## config.mk

```make
export PLATFORM = sky130hd
export DESIGN_NAME = instr_decoder
export DESIGN_NICKNAME = d
export VERILOG_FILES = /design/src/rtl/dec_pkg.sv /design/src/rtl/dec_disp.sv /design/src/rtl/dec_fields.sv /design/src/rtl/dec_slice.sv /design/src/rtl/instr_decoder.sv
export SDC_FILE = /design/constraint.sdc
export NUM_CORES = 1
export LEC_CHECK = 0
export BUFFER_PORTS_ARGS = -buffer_cell sky130_fd_sc_hd__buf_2
export CAP_MARGIN = 20
export CORE_MARGIN = 1
export CORE_UTILIZATION = 48
export CTS_CLUSTER_SIZE = 14
export DETAILED_ROUTE_END_ITERATION = 7
export GPL_TIMING_DRIVEN = 0
export HOLD_SLACK_MARGIN = 0.03
export PLACE_DENSITY = 0.78
export SYNTH_ARGS = -nofsm -noshare
export SYNTH_HDL_FRONTEND = slang
export SYNTH_SLANG_ARGS = --single-unit
```

## constraint.sdc

```tcl
create_clock -name clk -period 1.5 [get_ports clk]
set_input_delay 0.075 -clock clk [delete_from_list [all_inputs] [get_ports clk]]
set_output_delay 0.075 -clock clk [all_outputs]
set_load 0.005 [all_outputs]
```

## src/rtl/dec_pkg.sv

```systemverilog
package dec_pkg;
  localparam int WORD_W    = 20;
  localparam int DISP_W    = 20;
  localparam int MEM_MAG_W = 9;
  localparam int BR_MAG_W  = 11;
  localparam int SH_W      = 5;
  localparam int SHIFT_MAX = 20;
  localparam int CLS_W     = 4;

  typedef enum logic [CLS_W-1:0] {
    CL_MEM    = 4'd0,
    CL_STORE  = 4'd1,
    CL_JUMP   = 4'd2,
    CL_BRANCH = 4'd3,
    CL_SETCC  = 4'd4,
    CL_HALT   = 4'd5,
    CL_INTR   = 4'd6,
    CL_LEA    = 4'd7,
    CL_SHIFT  = 4'd8,
    CL_BAD    = 4'd9
  } cls_e;

  typedef struct packed {
    logic [CLS_W-1:0]  cls;
    logic              illegal;
    logic [2:0]        op;
    logic              indexed;
    logic [1:0]        target;
    logic [1:0]        index;
    logic              byte_sel;
    logic              flag;
    logic [DISP_W-1:0] disp;
    logic [SH_W-1:0]   shcnt;
    logic [1:0]        shmode;
  } dec_t;
endpackage

```

## src/rtl/dec_disp.sv

```systemverilog
module dec_disp #(
  parameter int MAG_W = 9,
  parameter int SCALE = 0,
  parameter int OUT_W = 20
) (
  input  logic             sign,
  input  logic [MAG_W-1:0] mag,
  output logic [OUT_W-1:0] value
);
  localparam int PAD_W = OUT_W - MAG_W;

  logic [OUT_W-1:0] zext;
  logic [OUT_W-1:0] scaled;

  assign zext = {{PAD_W{1'b0}}, mag};

  generate
    if (SCALE == 0) begin : g_plain
      assign scaled = zext;
    end else begin : g_scaled
      assign scaled = {zext[OUT_W-1-SCALE:0], {SCALE{1'b0}}};
    end
  endgenerate

  assign value = sign ? (~scaled + 1'b1) : scaled;
endmodule

```

## src/rtl/dec_fields.sv

```systemverilog
module dec_fields
  import dec_pkg::*;
(
  input  logic [WORD_W-1:0] word,
  output dec_t              dec
);
  logic [1:0]        pre;
  logic [2:0]        opf;
  logic [1:0]        tgt;
  logic              bsel;
  logic [1:0]        idx;
  logic [SH_W-1:0]   cnt;
  logic              cnt_ok;
  logic              cond_ok;
  logic [DISP_W-1:0] mem_disp;
  logic [DISP_W-1:0] br_disp;
  logic              ok;

  assign pre  = word[19:18];
  assign opf  = word[17:15];
  assign tgt  = word[14:13];
  assign bsel = word[12];
  assign idx  = word[11:10];
  assign cnt  = word[SH_W-1:0];

  assign cnt_ok  = (cnt >= SH_W'(1)) && (cnt <= SH_W'(SHIFT_MAX)) && (word[9:5] == 5'd0);
  assign cond_ok = (opf != 3'd5) && (opf != 3'd7) && (tgt == 2'b00);

  dec_disp #(.MAG_W(MEM_MAG_W), .SCALE(0), .OUT_W(DISP_W)) u_mem_disp (
    .sign  (word[MEM_MAG_W]),
    .mag   (word[MEM_MAG_W-1:0]),
    .value (mem_disp)
  );

  dec_disp #(.MAG_W(BR_MAG_W), .SCALE(1), .OUT_W(DISP_W)) u_br_disp (
    .sign  (word[BR_MAG_W]),
    .mag   (word[BR_MAG_W-1:0]),
    .value (br_disp)
  );

  always_comb begin
    dec = '0;
    ok  = 1'b0;
    unique case (pre)
      2'b00: begin
        if (opf == 3'd6 && word[14:0] == 15'd0) begin
          dec.cls = CL_HALT;
          ok      = 1'b1;
        end else if (opf == 3'd7) begin
          if (word[14:12] == 3'b001 && !word[11] && word[9:0] == 10'd0) begin
            dec.cls  = CL_INTR;
            dec.flag = word[10];
            ok       = 1'b1;
          end
        end else if (cond_ok) begin
          dec.cls  = CL_BRANCH;
          dec.flag = bsel;
          dec.disp = br_disp;
          ok       = 1'b1;
        end
      end
      2'b01: begin
        if (cond_ok) begin
          dec.cls  = CL_SETCC;
          dec.flag = bsel;
          dec.disp = br_disp;
          ok       = 1'b1;
        end
      end
      default: begin
        if (opf[2:1] == 2'b11) begin
          if (tgt == 2'b00 && !bsel) begin
            dec.cls     = CL_JUMP;
            dec.indexed = pre[0];
            dec.index   = idx;
            dec.flag    = opf[0];
            dec.disp    = mem_disp;
            ok          = 1'b1;
          end else if (pre[0]) begin
            if (tgt != 2'b00) begin
              dec.cls      = CL_STORE;
              dec.indexed  = 1'b1;
              dec.target   = tgt;
              dec.index    = idx;
              dec.byte_sel = bsel;
              dec.flag     = opf[0];
              dec.disp     = mem_disp;
              ok           = 1'b1;
            end
          end else if (bsel) begin
            if (cnt_ok) begin
              dec.cls    = CL_SHIFT;
              dec.target = tgt;
              dec.flag   = opf[0];
              dec.shmode = idx;
              dec.shcnt  = cnt;
              ok         = 1'b1;
            end
          end else if (!opf[0]) begin
            dec.cls    = CL_LEA;
            dec.target = tgt;
            dec.index  = idx;
            dec.disp   = mem_disp;
            ok         = 1'b1;
          end
        end else if (opf != 3'd4) begin
          dec.cls      = CL_MEM;
          dec.indexed  = pre[0];
          dec.target   = tgt;
          dec.index    = idx;
          dec.byte_sel = bsel;
          dec.disp     = mem_disp;
          ok           = 1'b1;
        end
      end
    endcase

    if (ok) begin
      dec.op = opf;
    end else begin
      dec         = '0;
      dec.cls     = CL_BAD;
      dec.illegal = 1'b1;
    end
  end
endmodule

```

## src/rtl/dec_slice.sv

```systemverilog
module dec_slice #(
  parameter int W = 8
) (
  input  logic         clk,
  input  logic         rst_n,
  input  logic         in_valid,
  output logic         in_ready,
  input  logic [W-1:0] in_data,
  output logic         out_valid,
  input  logic         out_ready,
  output logic [W-1:0] out_data
);
  assign in_ready = !out_valid || out_ready;

  always_ff @(posedge clk or negedge rst_n) begin
    if (!rst_n) begin
      out_valid <= 1'b0;
      out_data  <= '0;
    end else if (in_ready) begin
      out_valid <= in_valid;
      if (in_valid) out_data <= in_data;
    end
  end
endmodule

```

## src/rtl/instr_decoder.sv

```systemverilog
module instr_decoder
  import dec_pkg::*;
(
  input  logic              clk,
  input  logic              rst_n,
  input  logic              in_valid,
  output logic              in_ready,
  input  logic [WORD_W-1:0] in_word,
  output logic              out_valid,
  input  logic              out_ready,
  output logic [CLS_W-1:0]  out_class,
  output logic              out_illegal,
  output logic [2:0]        out_op,
  output logic              out_indexed,
  output logic [1:0]        out_target,
  output logic [1:0]        out_index,
  output logic              out_byte,
  output logic              out_flag,
  output logic [DISP_W-1:0] out_disp,
  output logic [SH_W-1:0]   out_shift_cnt,
  output logic [1:0]        out_shift_mode
);
  localparam int REC_W = $bits(dec_t);

  dec_t comb_rec;
  dec_t held_rec;

  dec_fields u_fields (
    .word (in_word),
    .dec  (comb_rec)
  );

  dec_slice #(.W(REC_W)) u_slice (
    .clk       (clk),
    .rst_n     (rst_n),
    .in_valid  (in_valid),
    .in_ready  (in_ready),
    .in_data   (comb_rec),
    .out_valid (out_valid),
    .out_ready (out_ready),
    .out_data  (held_rec)
  );

  assign out_class      = held_rec.cls;
  assign out_illegal    = held_rec.illegal;
  assign out_op         = held_rec.op;
  assign out_indexed    = held_rec.indexed;
  assign out_target     = held_rec.target;
  assign out_index      = held_rec.index;
  assign out_byte       = held_rec.byte_sel;
  assign out_flag       = held_rec.flag;
  assign out_disp       = held_rec.disp;
  assign out_shift_cnt  = held_rec.shcnt;
  assign out_shift_mode = held_rec.shmode;
endmodule

```

==> out/results.ini <==
[drt]
antenna_violating_nets_post_route=0
drc=0
vias=2581
wl_per_cell_um=18.00
first_pass_iters=5
routed_wirelength_mm=7.868
vias_per_cell=5.906
drt_iter0_drc=211

[sta]
slew_viol_final=0
maxSlewHeadroom_pct=57.65
rsz0062_at_grt=true
hold_violations=0
fin_ws_ns=-0.1696
max_freq_mhz=598.9
fin_crit_ns=1.670
fin_crit_sh_pct=111.3
tns_ns=-1.601
setup_viol=19
clock_skew_ns=0.003218
tightest_slew_ns=0.6352

[synth]
syn_inst=277
synth.distinct_cells=55
ys_seq_elements=43
synthArstFlopShare_pct=100.0
syn_area_per_cell_um2=9.097
yosys-top-cells-count=dfrtp_1 (43), nand2_1 (36), nor2_1 (28)
syn-cell-area_mm2=0.002520
synth_most_common_cell=dfrtp_1
synth_fp_nets=305
ys_seq_area_share_pct=42.70
synth_edf_count=0
netlist.top_cell.by_area=dfrtp_1
yosysTopAreaCellShare_pct=42.70
ys.flop_type=dfrtp_1
synth-warning-count=0
synth_area_leaders=dfrtp_1 (43%), nand2_1 (5.4%), xnor2_1 (4.5%)

[placed_design]
post-place-ws_ns=-0.6394
post-dp-hpwl_mm=4.932
portBuffers=60
place_congestion=0.8891

[floorplanning]
die_h_um=74.46
initial_core_util_pct=49.65
rows=26
fp.dieW_um=74.46
core-area_mm2=0.005075
ios=68
die_area_mm2=0.005544

[power]
p_leak_nw=1.612
p_int_mw=2.031
power_frac_seq_pct=45.5
irDropWorstVdd_v=0.0008427
combPwrFrac_pct=27.2
total_power_mw=2.980
clkPwrFrac_pct=27.3
power_density_mw_per_mm2=827.6
p_switching_mw=0.9493
swShare_pct=31.85

[clock_network]
clk_transition_reported_paths_ns=0.08
clockRootBuffer=clkbuf_8
cts.sinks=43
cts_made_buffers=5
ctsHtreeMaxLevel=2
cts_tree=done
clockBufferDepth=2
insertion_delay_ns=0.31

[setup_path]
cp_max_fo=4
crit_required_ns=1.70
rrSetupSlack_ns=0.08
r2r_end=u_slice.out_data[28]
r2r-start=u_slice.out_valid
cp-start-kind=input port
critical_path_arrival_ns=1.87
critPathKind=input port to flip-flop
r2r_cells=6
critPathCaptureType=flip-flop

[global_route]
grt_pass1_wl_mm=11.96
grtUsageTotal_pct=29.08
grt-ovfl-total=0
grt_max_degree=44
first_global_vias=2434
antenna_found_initial=0

[hold_path]
min_path_cells=3
min_to=u_slice.out_data[7]
hp-class=input port to flip-flop
min_from=in_word[0]

[final_layout]
drive_above_1_share_pct=41.96
syn_to_final_growth_pct=42.90
nNetsFinal=394
final_util_pct=70.96
antennaDiodeCount=0

[status]
violations=setup timing
status=finished with violations

[job]
max_cap_violations=0

[per-layer routing]
layer / vias to the layer above / GRT usage (%) / wire (um) / share of wire [%]
met3: 21 / 5.691 / 603 / 7.7
met1: 1243 / 41.02 / 3365 / 43
met5: - / 0 / 0 / 0
li1: 1181 / - / - / -
met2: 136 / 43.84 / 3686 / 47
met4: 0 / 11.95 / 212 / 2.7
[critical path, cell delays in order]
cell and delay, ns:
buf_12 0.12, inv_16 0.05, ha_4 0.12, or4b_4 0.51
buf_12 0.16, nor4_4 0.24, buf_4 0.19, o21ai_4 0.06
a31o_4 0.23, o21a_1 0.11
[logic make-up after synthesis]
kind of cell / synth area share (%)
compound gates: 23.59
xor+xnor: 4.518
fa+ha+maj: 1.986
buf+inv: 5.014
flops: 42.70
mux: 0.4468
simple gates: 21.75
[worst max path at each step]
stage / startpoint / end / slack (ns) / cells after the start
final: in_word[1] / u_slice.out_data[20] / -0.17 / 10
after detailed placement: in_word[1] / u_slice.out_data[15] / -0.64 / 11
after global routing: in_word[1] / u_slice.out_data[41] / -0.18 / 9
after global placement: in_word[1] / u_slice.out_data[15] / -0.64 / 11
after CTS: in_word[0] / u_slice.out_data[15] / -0.20 / 11
after floorplan: in_word[1] / u_slice.out_data[15] / -0.30 / 10
[state kept, by name (all words and copies together), names as in the netlist]
name / count
u_slice.out_data: 42
u_slice.out_valid: 1
[area by class of cell]
cell class | count | area (um2)
multi-input combinational | 205 | 1589
fill | 382 | 1474
sequential | 43 | 1076
timing repair buffer | 84 | 565.5
buffer | 23 | 140.1
tap | 70 | 87.58
clock buffer | 6 | 82.58
inverter | 4 | 43.79
clock inverter | 2 | 16.27
[repair_timing]
action | 4_1_cts | 5_1_grt
endpoints found under the hold margin | 45 | 0
hold buffers | 3 | 0
setup endpoints to repair | 42 | 39
setup buffers | 14 | 6
gates resized for setup | 31 | 41
pin swaps | 18 | 20
[power groups by stage]
stage / sequential (mW) / combinational, mW / clock [mW]
6_report: 1.36 / 0.811 / 0.813
5_1_grt: 1.37 / 0.891 / 0.847
4_1_cts: 1.36 / 0.742 / 0.817
3_5_place_dp: 1.38 / 0.687 / 0
3_3_place_gp: 1.37 / 0.675 / 0
2_1_floorplan: 1.39 / 0.375 / 0
[layout by cell type, fill, tap and decap left out, types with 3 or more instances in the layout]
master,synthesis,final
buf_2,2,61
dfrtp_1,43,43
nand2_1,36,34
nor2_1,28,28
buf_4,0,18
xnor2_1,13,13
clkbuf_2,0,10
o21ai_0,18,10
a22o_1,9,9
o21a_1,8,8
clkbuf_8,0,7
nand3_1,9,7
o21ai_1,1,6
a221oi_1,8,6
a21oi_1,7,6
o31ai_1,6,5
buf_12,0,5
nor4_4,1,4
nand2b_1,5,4
buf_6,2,3
clkbuf_1,18,3
nor3_1,4,3
dlygate4sd3_1,0,3
[stage by stage]
stage | area, um2 | instances | hold slack (ns)
floorplan | 2661 | 277 | -0.2206
global placement | 3049 | 407 | 0.2767
detailed placement | 3049 | 407 | 0.2832
CTS | 3403 | 431 | 0.03643
global route | 3601 | 437 | 0.03690
finish | 3601 | 437 | 0.03846
Note: power is estimated with default switching activity, not from simulation.
